## src/rtl/fpsr_pkg.sv

```systemverilog
package fpsr_pkg;
    localparam int REG_W      = 32;
    localparam int FLAG_W     = 5;
    localparam int STICKY_LSB = 27;
    localparam int ENABLE_LSB = 0;
    localparam int RM_LSB     = 9;
    localparam int FTZ_BIT    = 5;
    localparam int CBIT       = 26;
    localparam int QUEUE_MSB  = 21;
    localparam int QUEUE_LEN  = 10;
    localparam int TGT_W      = 3;
    localparam int SEL_W      = 4;

    typedef enum logic [1:0] {REL_GT, REL_LT, REL_EQ, REL_UN} rel_e;
    typedef enum logic [1:0] {RND_NEAREST, RND_ZERO, RND_PLUS, RND_MINUS} rnd_e;
    typedef enum logic [1:0] {UPD_HOLD, UPD_LOAD, UPD_ACCUM, UPD_COMPARE} upd_e;
    typedef enum logic {TRAP_IDLE, TRAP_FIRE} trap_st_e;
endpackage

```

## src/rtl/fpsr_exc_merge.sv

```systemverilog
module fpsr_exc_merge
    import fpsr_pkg::*;
#(
    parameter int W   = REG_W,
    parameter int NF  = FLAG_W,
    parameter int SLB = STICKY_LSB,
    parameter int ELB = ENABLE_LSB
) (
    input  logic [W-1:0]  cur,
    input  logic [NF-1:0] flags,
    output logic [W-1:0]  merged,
    output logic          trap_hit
);
    logic [NF-1:0] hit_vec;

    for (genvar i = 0; i < NF; i++) begin : g_flag
        assign hit_vec[i] = flags[i] & cur[ELB+i];
    end

    always_comb begin
        merged = cur;
        for (int k = 0; k < NF; k++) begin
            merged[SLB+k] = cur[SLB+k] | flags[k];
        end
    end

    assign trap_hit = |hit_vec;
endmodule

```

## src/rtl/fpsr_cmp_update.sv

```systemverilog
module fpsr_cmp_update
    import fpsr_pkg::*;
#(
    parameter int W    = REG_W,
    parameter int TW   = TGT_W,
    parameter int QMSB = QUEUE_MSB,
    parameter int QLEN = QUEUE_LEN,
    parameter int CB   = CBIT
) (
    input  logic [W-1:0]     base,
    input  rel_e             rel,
    input  logic [SEL_W-1:0] sel_mask,
    input  logic [TW-1:0]    target,
    output logic [W-1:0]     next_val
);
    logic outcome;

    always_comb begin
        unique case (rel)
            REL_GT:  outcome = sel_mask[3];
            REL_LT:  outcome = sel_mask[2];
            REL_EQ:  outcome = sel_mask[1];
            REL_UN:  outcome = sel_mask[0];
            default: outcome = 1'b0;
        endcase
    end

    always_comb begin
        next_val = base;
        if (target != '0) begin
            next_val[QMSB + 1 - int'(target)] = outcome;
        end else begin
            for (int k = 0; k < QLEN; k++) begin
                next_val[QMSB-1-k] = base[QMSB-k];
            end
            next_val[QMSB] = base[CB];
            next_val[CB]   = outcome;
        end
    end

    always_comb begin
        a_r8_target_in_queue: assert ((1 << TW) - 1 <= QLEN);
    end
endmodule

```

## src/rtl/fpsr_mode_decode.sv

```systemverilog
module fpsr_mode_decode
    import fpsr_pkg::*;
(
    input  logic [1:0] rm_field,
    input  logic       ftz_bit,
    output rnd_e       rnd,
    output logic       ftz
);
    always_comb begin
        unique case (rm_field)
            2'd0:    rnd = RND_NEAREST;
            2'd1:    rnd = RND_ZERO;
            2'd2:    rnd = RND_PLUS;
            2'd3:    rnd = RND_MINUS;
            default: rnd = RND_NEAREST;
        endcase
    end

    assign ftz = ftz_bit;
endmodule

```

## src/rtl/fpsr_ctrl.sv

```systemverilog
module fpsr_ctrl
    import fpsr_pkg::*;
(
    input  logic              clk,
    input  logic              rst_n,
    input  logic              load_en,
    input  logic [31:0]       load_value,
    input  logic              op_done,
    input  logic [4:0]        op_flags,
    input  logic              op_is_cmp,
    input  logic [1:0]        cmp_result,
    input  logic [4:0]        cmp_cond,
    input  logic [2:0]        cmp_target,
    output logic [31:0]       status_q,
    output logic [1:0]        round_mode,
    output logic              flush_en,
    output logic              trap_req,
    output logic              cmp_signaling
);
    upd_e          upd_kind;
    trap_st_e      trap_st;
    trap_st_e      trap_nx;
    logic [31:0]   status_d;
    logic [31:0]   merged;
    logic [31:0]   cmp_next;
    logic          trap_hit;
    rnd_e          rnd;

    fpsr_exc_merge u_merge (
        .cur      (status_q),
        .flags    (op_flags),
        .merged   (merged),
        .trap_hit (trap_hit)
    );

    fpsr_cmp_update u_cmp (
        .base     (merged),
        .rel      (rel_e'(cmp_result)),
        .sel_mask (cmp_cond[4:1]),
        .target   (cmp_target),
        .next_val (cmp_next)
    );

    fpsr_mode_decode u_mode (
        .rm_field (status_q[RM_LSB+1:RM_LSB]),
        .ftz_bit  (status_q[FTZ_BIT]),
        .rnd      (rnd),
        .ftz      (flush_en)
    );

    always_comb begin
        if (load_en)                upd_kind = UPD_LOAD;
        else if (op_done && op_is_cmp) upd_kind = UPD_COMPARE;
        else if (op_done)           upd_kind = UPD_ACCUM;
        else                        upd_kind = UPD_HOLD;
    end

    always_comb begin
        unique case (upd_kind)
            UPD_LOAD:    status_d = load_value;
            UPD_ACCUM:   status_d = merged;
            UPD_COMPARE: status_d = cmp_next;
            default:     status_d = status_q;
        endcase
    end

    always_comb begin
        unique case (upd_kind)
            UPD_ACCUM, UPD_COMPARE: trap_nx = trap_hit ? TRAP_FIRE : TRAP_IDLE;
            default:                trap_nx = TRAP_IDLE;
        endcase
    end

    always_ff @(posedge clk or negedge rst_n) begin
        if (!rst_n) begin
            status_q <= '0;
            trap_st  <= TRAP_IDLE;
        end else begin
            status_q <= status_d;
            trap_st  <= trap_nx;
        end
    end

    always_comb begin
        unique case (trap_st)
            TRAP_FIRE: trap_req = 1'b1;
            default:   trap_req = 1'b0;
        endcase
    end

    assign round_mode    = rnd;
    assign cmp_signaling = cmp_cond[0];

    a_r2_load_replaces: assert property (@(posedge clk) disable iff (!rst_n)
        load_en |=> status_q == $past(load_value));

    a_r4_sticky_kept: assert property (@(posedge clk) disable iff (!rst_n)
        !load_en |=> ((status_q[31:27] & $past(status_q[31:27])) == $past(status_q[31:27])));

    a_r5_idle_hold: assert property (@(posedge clk) disable iff (!rst_n)
        (!load_en && !op_done) |=> $stable(status_q));

    a_r6_trap_cause: assert property (@(posedge clk) disable iff (!rst_n)
        trap_req |-> ($past(op_done) && !$past(load_en)
                      && ($past(op_flags & status_q[4:0]) != 5'd0)));

    a_r10_load_no_trap: assert property (@(posedge clk) disable iff (!rst_n)
        load_en |=> !trap_req);
endmodule

```

## config.mk

```make
export PLATFORM = sky130hd
export DESIGN_NAME = fpsr_ctrl
export DESIGN_NICKNAME = d
export VERILOG_FILES = /design/src/rtl/fpsr_pkg.sv /design/src/rtl/fpsr_exc_merge.sv /design/src/rtl/fpsr_cmp_update.sv /design/src/rtl/fpsr_mode_decode.sv /design/src/rtl/fpsr_ctrl.sv
export SDC_FILE = /design/constraint.sdc
export NUM_CORES = 1
export LEC_CHECK = 0
export CELL_PAD_IN_SITES_DETAIL_PLACEMENT = 0
export CELL_PAD_IN_SITES_GLOBAL_PLACEMENT = 1
export CORE_UTILIZATION = 30
export DETAILED_ROUTE_END_ITERATION = 10
export MAX_ROUTING_LAYER = met4
export PLACE_DENSITY = 0.7
export SLEW_MARGIN = 20
export SYNTH_ARGS = -nofsm -noshare
export SYNTH_HDL_FRONTEND = slang
export SYNTH_HIERARCHICAL = 1
export SYNTH_SLANG_ARGS = --single-unit
```

## constraint.sdc

```tcl
create_clock -name clk -period 1.4 [get_ports clk]
set_input_delay 0.14 -clock clk [delete_from_list [all_inputs] [get_ports clk]]
set_output_delay 0.14 -clock clk [all_outputs]
set_load 0.01 [all_outputs]
```

Yosys cells after proc, flatten, opt, wreduce, memory -nomap -nowiden --
Index checks and enable logic that the tools add are counted.
Operators by class: reductions and logical operators 11, multiplexer cells 17, bitwise operators 11, magnitude comparators 2, equal/unequal tests 10, add/sub/neg operators 1
Operators by type and width (number):
- 32-bit case mux with 3 select lines | 1
- 32-bit bitwise mux | 1
- 32-bit by 1-bit greater-or-equal comparator with 1-bit output, second input constant | 1
- 32-bit by 7-bit less-than comparator with 1-bit output, second input constant | 1
- 11-bit two-way mux | 2
- 2-bit equality test, second input constant | 6
- 2-bit case mux with 4 select lines | 1
- 2-bit by 1-bit equality test with 1-bit output, second input constant | 3
- 2-bit two-way mux | 3
- 3-bit nonzero test | 2
- 5-bit by 3-bit subtractor with 6-bit output, first input constant | 1
- 1-bit AND | 5
- 1-bit demux with 5-bit select | 1
- 1-bit two-way mux | 5
- 5-bit two-way mux | 1
- 1-bit OR | 5
- 5-bit OR reduction | 1
- 2-bit logical NOT | 2
- 4-bit two-way mux | 1
- 1-bit case mux with 4 select lines | 1
- 3-bit AND reduction | 1
- 1-bit logical AND | 2
- 2-bit by 1-bit != test with 1-bit output, second input constant | 1
- 2-bit AND reduction | 1
- 3 further kinds | 3
Word-level totals: register bits 33, input port bits 52, output and inout port bits 37

Logic depth before layout (Yosys ltp) --
Gate-level depths: netlist of the first run.
depth in word-level cells 8, gate-level depth with buffers 9, depth with buffers taken out 7

Hierarchy --
The synthesis of the first run kept the hierarchy.
Modules (own cells, without submodules):
- fpsr_ctrl | sequential area each 825.8 um2, cells each 182, area an instance 2004.4 um2, times used 1
- fpsr_cmp_update | sequential area each 0.0 um2, cells each 108, area an instance 631.9 um2, times used 1
- fpsr_exc_merge | sequential area each 0.0 um2, cells each 35, area an instance 255.2 um2, times used 1
- fpsr_mode_decode | sequential area each 0.0 um2, cells each 3, area an instance 15.0 um2, times used 1

Worst setup path before layout of the first run --
Ideal clock, no wire load.
kind input -> register, from in cmp_target[0], to reg status_q[7], data arrival time 1763 ps, data required time 1268 ps, cell stages on the path 9, setup slack -494 ps, path buffers 2, path through buf_2 and2_1 ha_1 buf_2 nand2b_1 nor2_1 mux2_2 mux2i_1 o221ai_2
Between the ends: word-level cells in the longest chain between the ends 8
Ends and longest elaborated chain:
- start: declaration | RTL line fpsr_ctrl.sv:13 | input logic [2:0] cmp_target,
- 5-bit by 3-bit subtractor with 6-bit output * | RTL line fpsr_cmp_update.sv:31 | next_val[QMSB + 1 - int'(target)] = outcome;
- 32-bit by 1-bit greater-or-equal comparator with 1-bit output (implied by the code) / 32-bit by 7-bit less-than comparator with 1-bit output (equally long branches) | RTL line fpsr_cmp_update.sv:31
- 1-bit logical AND (implied by the code) | RTL line fpsr_cmp_update.sv:31
- 1-bit two-way mux (implied by the code) | RTL line fpsr_cmp_update.sv:31
- 1-bit demux with 5-bit select *
- 32-bit bitwise mux * | RTL line fpsr_cmp_update.sv:31
- 11-bit two-way mux * | RTL line fpsr_cmp_update.sv:30 | if (target != '0) begin
- net cmp_next[7] | RTL line fpsr_ctrl.sv:25 | logic [31:0] cmp_next;
- 32-bit case mux with 3 select lines * | RTL line fpsr_ctrl.sv:59 | unique case (upd_kind)
- end signal: assignment | RTL line fpsr_ctrl.sv:79 | status_q <= status_d;
- end: declaration | RTL line fpsr_ctrl.sv:14 | output logic [31:0] status_q,
The timed path passes the listed nets; every way through them passes the cells marked *. The select of a mux whose other input is x is not followed. A chain may end at the register's enable or synchronous reset.

Worst setup path in the final report of the first run --
from in cmp_target[1], to reg status_q[23]
Between the ends: word-level cells in the longest chain between the ends 8
Ends and longest elaborated chain (RTL line):
- 5-bit by 3-bit subtractor with 6-bit output * | fpsr_cmp_update.sv:31
- 32-bit by 1-bit greater-or-equal comparator with 1-bit output (implied by the code) / 32-bit by 7-bit less-than comparator with 1-bit output (equally long branches) | fpsr_cmp_update.sv:31
- 1-bit logical AND (implied by the code) | fpsr_cmp_update.sv:31
- 1-bit two-way mux (implied by the code) | fpsr_cmp_update.sv:31
- 1-bit demux with 5-bit select *
- 32-bit bitwise mux * | fpsr_cmp_update.sv:31
- 4-bit two-way mux * | fpsr_cmp_update.sv:30
- net cmp_next[23] | fpsr_ctrl.sv:25
- 32-bit case mux with 3 select lines * | fpsr_ctrl.sv:59
Marks and branches as above.

==> metrics.csv, run 1 <==
stage,metric,value,unit
synth,ys_types,34,
placement,dp_hpwl,5940,um
die,rows,35,
synth,synthFlopType,dfrtp_1,
routing,dr_wl_met3,280,um
sta,drv_slew,0,
routing,drc,0,
cells_and_area,stdcell_count,545,
setup_path,required,1.58,ns
cells_and_area,final-seq-area,831,um^2
die,core,9330,um^2
cells_and_area,multi_input_area,1650,um^2
die,dieArea,10100,um^2
die,start_util,31.2,%
grt,overflow,0,
sta,fin_tns_setup,-0.00665,ns
synth,avgSynthCellArea,8.86,um^2
grt,first_global_vias,2691,
grt,grt_pass1_wl,14000,um
clocking,cts_made_buffers,5,
die,io_pins,89,
clocking,cts_sinks,33,
placement,port-buffer-count,86,
synth,yosys.area.top_type,dfrtp_1,
hold_path,holdCritPathClass,in -> out,
sta,setup_viol,2,
synth,netlist_area,2910,um^2
synth,synth_top_area_share,28.4,%
synth,synth_fa_ha_area_share,0.861,%
cells_and_area,diodes,0,
die,die_y,100,um
routing,wl_per_cell,15.3,um
power,power_density,764,nW/um^2
routing,top_layer_used,met4,
synth,syn_inst,328,
grt,antenna_found_initial,0,
job,drv_cap,0,
grt,grt_usage,18.4,%
sta,clock_skew,0.0115,ns
sta,fmax,711,MHz
synth,ys_seq_elements,33,
routing,drt_pass1_iterations,4,
placement,gp_congestion,0.818,
synth,synth_fp_nets,382,
cells_and_area,drive_above_1_share,32.7,%
routing,m1WireLength,3830,um
cells_and_area,fin_area,4290,um^2
sta,post-route-period-util,100,%
synth,synth_edf_count,0,
clocking,clk_path_buf_depth,2,
synth,yosys_warnings,6,
sta,fin_ws,-0.00561,ns
routing,vias,2592,
routing,met2_length,4180,um
routing,dr.first_iter.drc_count,123,
sta,min_period,1.41,ns
clocking,cts_tree,done,
cells_and_area,utilization,46.0,%
setup_path,start_kind,input port,
sta,tightest_slew,0.278,ns
power,irDropWorstVdd,0.344,mV
sta,rsz0062_at_grt,true,
cells_and_area,area_growth,47.7,%
synth,synth.area.mux_share,15.3,%
placement,dpl_cell_area,3880,um^2
cells_and_area,fill_cells,937,
die,die_w,100,um
routing,routed_wl,8350,um
setup_path,cp.arrival,1.58,ns
synth,synth_top_family_by_area,compound AO/OA/AOI/OAI gates,
clocking,clk_latency,0.29,ns
clocking,htree_num_levels,2,
power,p_leak,2.03,nW
synth,synth_simple_gate_area_share,16.2,%
run_status,violations,negative setup slack,
clocking,clk_pin_slew_worst_paths,0.08,ns
synth,ys_seq_area_share,28.4,%
run_status,status,finished with violations,
sta,relSlewSlack,81.2,%
synth,synthXorXnorAreaFrac,0,%
sta,hold_ws,0.280,ns
clocking,clockRootBuffer,clkbuf_8,
grt,grt_max_degree,34,
setup_path,cp_max_fo,7,
routing,antenna_left,0,
routing,via_per_inst,4.76,
setup_path,end_kind,flip-flop,
synth,synthTopCellsByArea,"dfrtp_1 28%, o221ai_2 15%, mux2i_1 11%",
sta,hold_viol,0,
cells_and_area,nets,469,
placement,dp_cells,513,
synth,async_flop_share,100,%
synth,synth_compound_gate_area_share,20.3,%
setup_path,path_class,in -> reg,
==> repair_timing <==
action,in CTS,in global routing
endpoints found under the setup margin,43,36
hold buffers,1,0
gates cloned,2,1
buffers inserted,18,2
pin swaps,12,4
gates resized for setup,56,24
hold endpoints to repair,33,0
==> critical path, stage by stage <==
cell and delay (ns):
buf_6 0.09, and2_4 0.17, ha_4 0.25, buf_6 0.14, nor3_4 0.21, mux2_4 0.33
mux2i_4 0.14, o221ai_2 0.11
==> where the power goes <==
group	switching (mW)	total (mW)	internal [mW]	leakage [nW]
sequential	0.0912	1.15	1.06	0.398
clock	0.393	0.737	0.344	0.0439
combinational	0.618	1.39	0.773	1.59
==> Yosys cell counts (all sizes together) (5+ instances only) <==
library cell	instances
a31oi	5
buf	49
clkbuf	14
dfrtp	33
inv	34
mux2	9
mux2i	32
nand2	53
nand2b	5
nand3	13
nor2	12
o21ai	8
o221ai	32
or2	6
==> worst paths after layout <==
| path | end | cells after the start | startpoint | slack [ns] |
|---|---|---|---|---|
| setup / recovery | status_q[23] | 8 | cmp_target[1] | -0.006 |
| hold / removal | cmp_signaling | 0 | cmp_cond[0] | 0.28 |
| setup reg to reg | status_q[27] | 5 | status_q[27] | 0.12 |
| hold reg to reg | status_q[29] | 2 | status_q[29] | 0.61 |
| max in group asynchronous | status_q[21] | 3 | rst_n | 0.84 |
| min in group asynchronous | status_q[17] | 3 | rst_n | 0.35 |
==> per-layer routing <==
metal / track usage, % / vias up
li1: - / 1272
met1: 22.8 / 1255
met2: 31.4 / 59
met3: 2.86 / 6
met4: 4.01 / 0
met5: - / -
==> through the flow <==
step,total power [mW],setup slack [ns]
detailed placement,2.42,-0.759
finish,3.28,-0.00561
floorplan,1.97,-0.267
CTS,3.30,-0.00754
global route,3.50,-0.0475
global placement,2.41,-0.739
==> registers in the layout, indices dropped and copies added, names as in the netlist <==
signal and cells:
status_q 32, trap_st 1
==> logic make-up after synthesis <==
family | Yosys count
muxes | 42
buffers and inverters | 97
and+or+nand+nor | 103
adders and majority gates | 2
AOI/OAI and AO/OA | 51
DFF | 33
==> placed cells by master, fill, tap and decap left out, types with 3 or more instances in the layout <==
master | synthesis | final
dfrtp_1 | 33 | 29
dlygate4sd2_1 | 0 | 5
inv_1 | 34 | 34
mux2_2 | 9 | 4
clkdlybuf4s50_1 | 0 | 56
or2_1 | 5 | 4
nand2_1 | 53 | 52
a31oi_1 | 5 | 4
buf_6 | 6 | 7
nand4_1 | 3 | 3
buf_12 | 0 | 7
nor2_1 | 12 | 9
o21ai_0 | 8 | 4
nor2b_1 | 4 | 3
dfrtp_2 | 0 | 4
buf_4 | 35 | 44
clkbuf_8 | 0 | 5
mux2_4 | 0 | 5
mux2i_1 | 32 | 31
dlymetal6s2s_1 | 0 | 15
nand2b_1 | 5 | 3
nand3_1 | 13 | 12
buf_2 | 8 | 6
o21ai_1 | 0 | 4
o221ai_2 | 30 | 30
==> cell type report <==
type / count / area share [%]
clock buffer: 5 / 1.60
multi-input combinational: 198 / 38.5
tap: 129 / 3.76
sequential: 33 / 19.4
timing repair buffer: 143 / 33.4
inverter: 34 / 2.97
clock inverter: 3 / 0.408
(Power assumes the default switching activity.)
==> run 2, diff against run 1 <==
==> constraint.sdc (replaced) <==
create_clock -name clk -period 1.6 [get_ports clk]
set_input_delay 0.16 -clock clk [delete_from_list [all_inputs] [get_ports clk]]
set_output_delay 0.16 -clock clk [all_outputs]
set_load 0.01 [all_outputs]
==> run 2 against run 1 <==
The flow now finishes without violations. Worst setup slack better by 0.051 ns. Clock skew down 0.0062 ns. First-iteration DRC count down 38%. Global-route usage down 0.93 points. Cell count down 4.4%. Wire length down 2.0%. Die area unchanged. Count of clock-buffer cells in the layout unchanged. Sequential cell count unchanged. Largest cell class unchanged. Largest power group unchanged.
==> metrics.csv, run 2 (synthesis gave the netlist of run 1 again) <==
stage,metric,value,unit
run_status,status,"finished, final reports clean",
routing,wl_per_cell,15.7,um
grt,grt_max_degree,34,
setup_path,cp_max_fo,7,
sta,tightest_slew,0.466,ns
cells_and_area,fill_cells,947,
sta,fin_tns_setup,0,ns
cells_and_area,stdcell_count,521,
cells_and_area,fin_area,4050,um^2
sta,clock_skew,0.00537,ns
die,die_w,100,um
hold_path,holdCritPathClass,in -> out,
power,power_density,692,nW/um^2
cells_and_area,top_register,status_q,
routing,routed_wl,8180,um
cells_and_area,diodes,0,
setup_path,path_class,in -> reg,
placement,gp_congestion,0.844,
clocking,cts_made_buffers,5,
sta,post-route-period-util,97.2,%
clocking,cts_sinks,33,
grt,grt_pass1_wl,13300,um
die,rows,35,
power,p_leak,1.73,nW
clocking,clockRootBuffer,clkbuf_8,
die,core,9330,um^2
cells_and_area,nets,445,
sta,min_period,1.55,ns
grt,first_global_vias,2588,
routing,antenna_left,0,
grt,antenna_found_initial,0,
sta,drv_slew,0,
grt,overflow,0,
routing,drc,0,
placement,port-buffer-count,86,
cells_and_area,final_common_cell,clkdlybuf4s50_1,
hold_path,hold_end,cmp_signaling,
die,die_y,100,um
setup_path,r2r_end,status_q[27],
cells_and_area,largestRegisters,"status_q: 32 flops, trap_st: 1 flops",
setup_path,end_kind,flip-flop,
hold_path,hold_path_depth,0,
routing,dr.first_iter.drc_count,76,
placement,dpl_cell_area,3800,um^2
job,drv_cap,0,
sta,relSlewSlack,69.0,%
routing,via_per_inst,4.84,
routing,vias,2524,
setup_path,start_kind,input port,
sta,fmax,643,MHz
sta,rsz0062_at_grt,false,
clocking,clk_pin_slew_worst_paths,0.08,ns
die,dieArea,10100,um^2
cells_and_area,area_growth,39.3,%
cells_and_area,final_cell_mix,"75 x clkdlybuf4s50_1, 52 x nand2_1, 34 x inv_1, 33 x dfrtp_1, 30 x o221ai_2",
hold_path,worstHoldStart,cmp_cond[0],
setup_path,required,1.77,ns
clocking,clk_path_buf_depth,2,
setup_path,rrSetupSlack,0.25,ns
routing,drt_pass1_iterations,4,
placement,dp_cells,507,
grt,grt_usage,17.4,%
placement,dp_hpwl,5720,um
power,irDropWorstVdd,0.332,mV
clocking,htree_num_levels,2,
clocking,clk_latency,0.29,ns
die,io_pins,89,
setup_path,ff2ff_path_depth,5,
sta,setup_viol,0,
setup_path,crit_path_start,cmp_target[1],
cells_and_area,largest_reg_flops,32,
setup_path,cp.arrival,1.73,ns
sta,hold_viol,0,
die,start_util,31.2,%
cells_and_area,drive_above_1_share,26.8,%
setup_path,r2r-start,status_q[27],
clocking,cts_tree,done,
cells_and_area,utilization,43.4,%
[run 2: cell count changes in the layout (fill, tap and decap cells not counted), moves of 3 or more]
| cell | before | now |
|---|---|---|
| buf_4 | 44 | 22 |
| clkdlybuf4s50_1 | 56 | 75 |
| dlymetal6s2s_1 | 15 | 0 |
| clkdlybuf4s15_1 | 0 | 5 |
| buf_2 | 6 | 2 |
| buf_6 | 7 | 3 |
| dfrtp_1 | 29 | 33 |
| dfrtp_2 | 4 | 0 |
| o21ai_0 | 4 | 8 |
| o21ai_1 | 4 | 0 |
| dlygate4sd2_1 | 5 | 2 |
| nand3_1 | 12 | 9 |
| nand3_2 | 1 | 4 |
[run 2: worst max-delay path by stage]
stage                   end  slack, ns  cells past startpoint
5_1_grt        status_q[23]      0.002                      8
2_1_floorplan   status_q[7]      -0.09                      9
3_5_place_dp   status_q[19]      -0.53                      7
6_report        status_q[2]       0.05                      8
3_3_place_gp    status_q[7]      -0.48                      7
4_1_cts        status_q[22]       0.01                      7
[run 2: critical path: stages]
cell and delay, ns:
clkdlybuf4s15_1 0.19, and2_4 0.19, ha_4 0.31, buf_6 0.13, nand4_1 0.15, mux2_4 0.35, mux2i_4 0.14, o221ai_2 0.11
[run 2: stage by stage]
stage / power, mW / hold slack [ns] / worst slack, ns
after floorplan: 1.72 / -0.136 / -0.0893
after global placement: 2.09 / 0.236 / -0.483
after detailed placement: 2.10 / 0.233 / -0.527
after CTS: 2.84 / 0.320 / 0.0118
after global routing: 2.98 / 0.320 / 0.00160
final: 2.80 / 0.320 / 0.0454
[run 2: layer usage]
metal / global-route usage (%) / wire length (um)
met5: - / 0
met1: 21.2 / 3650
met4: 3.01 / 68
met2: 30.6 / 4130
met3: 2.92 / 325
[run 2: timing repair]
item,CTS,global route
endpoints found under the hold margin,33,0
cloned,3,0
setup endpoints to repair,22,18
hold buffers,1,0
pin swaps,12,5
resized for setup,26,17
setup buffers,3,0
[run 2: power by group]
group	internal (mW)	total, mW	leakage, nW	switching, mW
sequential	0.925	1.04	0.402	0.112
clock	0.301	0.646	0.0439	0.345
combinational	0.625	1.12	1.29	0.494
total	1.85	2.80	1.73	0.951
[run 2: layout make-up]
cell class                 instances  area (um^2)  share of cell area [%]
sequential                        33          826                    20.4
clock buffer                       5         68.8                    1.70
multi-input combinational        198         1650                    40.6
clock inverter                     3         17.5                   0.433
timing repair buffer             119         1200                    29.7
tap                              129          161                    3.99
inverter                          34          128                    3.15
==> run 3, diff against run 2 <==
--- a/config.mk
+++ b/config.mk
@@ -8,9 +8,10 @@
 export CELL_PAD_IN_SITES_DETAIL_PLACEMENT = 0
 export CELL_PAD_IN_SITES_GLOBAL_PLACEMENT = 1
 export CORE_UTILIZATION = 30
+export CTS_CLUSTER_SIZE = 10
 export DETAILED_ROUTE_END_ITERATION = 10
 export MAX_ROUTING_LAYER = met4
-export PLACE_DENSITY = 0.7
+export PLACE_DENSITY_LB_ADDON = 0.1
 export SLEW_MARGIN = 20
 export SYNTH_ARGS = -nofsm -noshare
 export SYNTH_HDL_FRONTEND = slang
==> run 3 against run 2 <==
Sequential power about the same. Via count decreased by 4.1%. Combinational power about the same. Utilization about the same. Fmax decreased by 1.2%. Largest power group unchanged. Clock power increased by 2%. Worst hold slack about the same. Critical endpoint is now status_q[7]. Critical path type unchanged.
==> metrics.csv, run 3 (synthesis gave the netlist of run 1 again) <==
stage,metric,value,unit
grt,overflow,0,
routing,drc,0,
setup_path,start_kind,input port,
power,total_power,2.81,mW
hold_path,holdCritPathClass,in -> out,
power,irDropWorstVdd,0.301,mV
die,rows,35,
sta,post-route-period-util,98.4,%
sta,relSlewSlack,68.9,%
die,die_y,100,um
cells_and_area,largest_reg_flops,32,
routing,vias,2421,
routing,dr.first_iter.drc_count,62,
cells_and_area,fill_cells,961,
sta,fmax,635,MHz
sta,fin_tns_setup,0,ns
clocking,clk_path_buf_depth,2,
routing,antenna_left,0,
routing,drt_pass1_iterations,4,
routing,via_per_inst,4.63,
clocking,cts_sinks,33,
grt,antenna_found_initial,0,
sta,hold_ws,0.320,ns
sta,fin_ws,0.0259,ns
setup_path,end_kind,flip-flop,
power,p_leak,1.74,nW
sta,drv_slew,0,
grt,grt_usage,17.1,%
sta,hold_viol,0,
clocking,htree_num_levels,2,
die,io_pins,89,
routing,wl_per_cell,15.2,um
die,die_w,100,um
run_status,status,"finished, final reports clean",
grt,first_global_vias,2451,
placement,dp_hpwl,5800,um
clocking,clk_latency,0.29,ns
power,power_density,693,nW/um^2
cells_and_area,final_common_cell,clkdlybuf4s50_1,
setup_path,path_class,in -> reg,
cells_and_area,final_cell_mix,"75 x clkdlybuf4s50_1, 52 x nand2_1, 34 x inv_1, 33 x dfrtp_1, 30 x o221ai_2",
clocking,clk_pin_slew_worst_paths,0.07,ns
sta,tightest_slew,0.467,ns
grt,grt_pass1_wl,12900,um
cells_and_area,area_growth,39.3,%
die,dieArea,10100,um^2
cells_and_area,nets,448,
cells_and_area,diodes,0,
placement,port-buffer-count,86,
job,drv_cap,0,
clocking,cts_made_buffers,5,
clocking,clockRootBuffer,clkbuf_8,
setup_path,required,1.77,ns
cells_and_area,largestRegisters,"status_q: 32 flops, trap_st: 1 flops",
grt,grt_max_degree,33,
placement,gp_congestion,0.834,
placement,place_ws,-0.560,ns
sta,clock_skew,0.00572,ns
setup_path,cp_max_fo,5,
setup_path,cp.arrival,1.74,ns
cells_and_area,top_register,status_q,
cells_and_area,drive_above_1_share,27.7,%
sta,min_period,1.57,ns
die,core,9330,um^2
sta,setup_viol,0,
clocking,cts_tree,done,
routing,routed_wl,7930,um
die,start_util,31.2,%
-- run 3: cell types whose count changed in the layout (fill, tap and decap cells not counted), moves of 2 or more --
cell / change
clkinv_2: -2
clkdlybuf4s15_1: -5
nand3_2: -4
nor2_2: +3
dlygate4sd2_1: +3
nand3_1: +4
nor2_1: -3
buf_4: +2
clkbuf_2: +2
-- run 3: layer usage --
| metal | track usage [%] | routed length (um) | vias up |
|---|---|---|---|
| met4 | 3.12 | 28 | 0 |
| met2 | 27.3 | 3740 | 54 |
| met1 | 22.2 | 3860 | 1138 |
| li1 | - | - | 1227 |
| met5 | - | 0 | - |
| met3 | 4.04 | 298 | 2 |
-- run 3: area by class of cell --
type | count | area, um^2 | area share [%]
clock buffer | 7 | 86.3 | 2.13
inverter | 34 | 128 | 3.15
sequential | 33 | 826 | 20.4
tap | 129 | 161 | 3.99
multi-input combinational | 198 | 1640 | 40.5
timing repair buffer | 122 | 1210 | 29.8
-- run 3: final timing paths --
path	start	endpoint	slack (ns)	cells past startpoint
max reg2reg	status_q[31]	status_q[31]	0.27	4
max	cmp_cond[1]	status_q[7]	0.03	7
max in group asynchronous	rst_n	status_q[23]	0.79	3
min in group asynchronous	rst_n	status_q[18]	0.35	2
min	cmp_cond[0]	cmp_signaling	0.32	0
min reg2reg	status_q[29]	status_q[29]	0.60	2
-- run 3: per-stage QoR --
step,instance area [um^2],std cells,util [%]
after floorplan,2970,328,-
after global placement,3800,507,40.8
after detailed placement,3800,507,40.8
after CTS,4060,524,43.6
after global routing,4050,523,43.4
final,4050,523,43.4
-- run 3: what timing repair did --
action                                  CTS  global route
pin swaps                                10             5
hold endpoints to repair                 16             0
resized for setup                        29            16
gates cloned                              2             0
buffers inserted                          7             0
endpoints found under the setup margin   22            14
hold buffers                              1             0
-- run 3: power by group --
group / internal (mW) / switching, mW / leakage (nW)
clock: 0.342 / 0.318 / 0.0443
combinational: 0.623 / 0.491 / 1.30
sequential: 0.926 / 0.108 / 0.402
-- run 3: critical path: stages --
cell and delay (ns):
dlygate4sd2_1 0.23, mux4_2 0.53, buf_6 0.16, buf_16 0.12
mux2_4 0.26, mux2i_2 0.17, o221ai_2 0.12
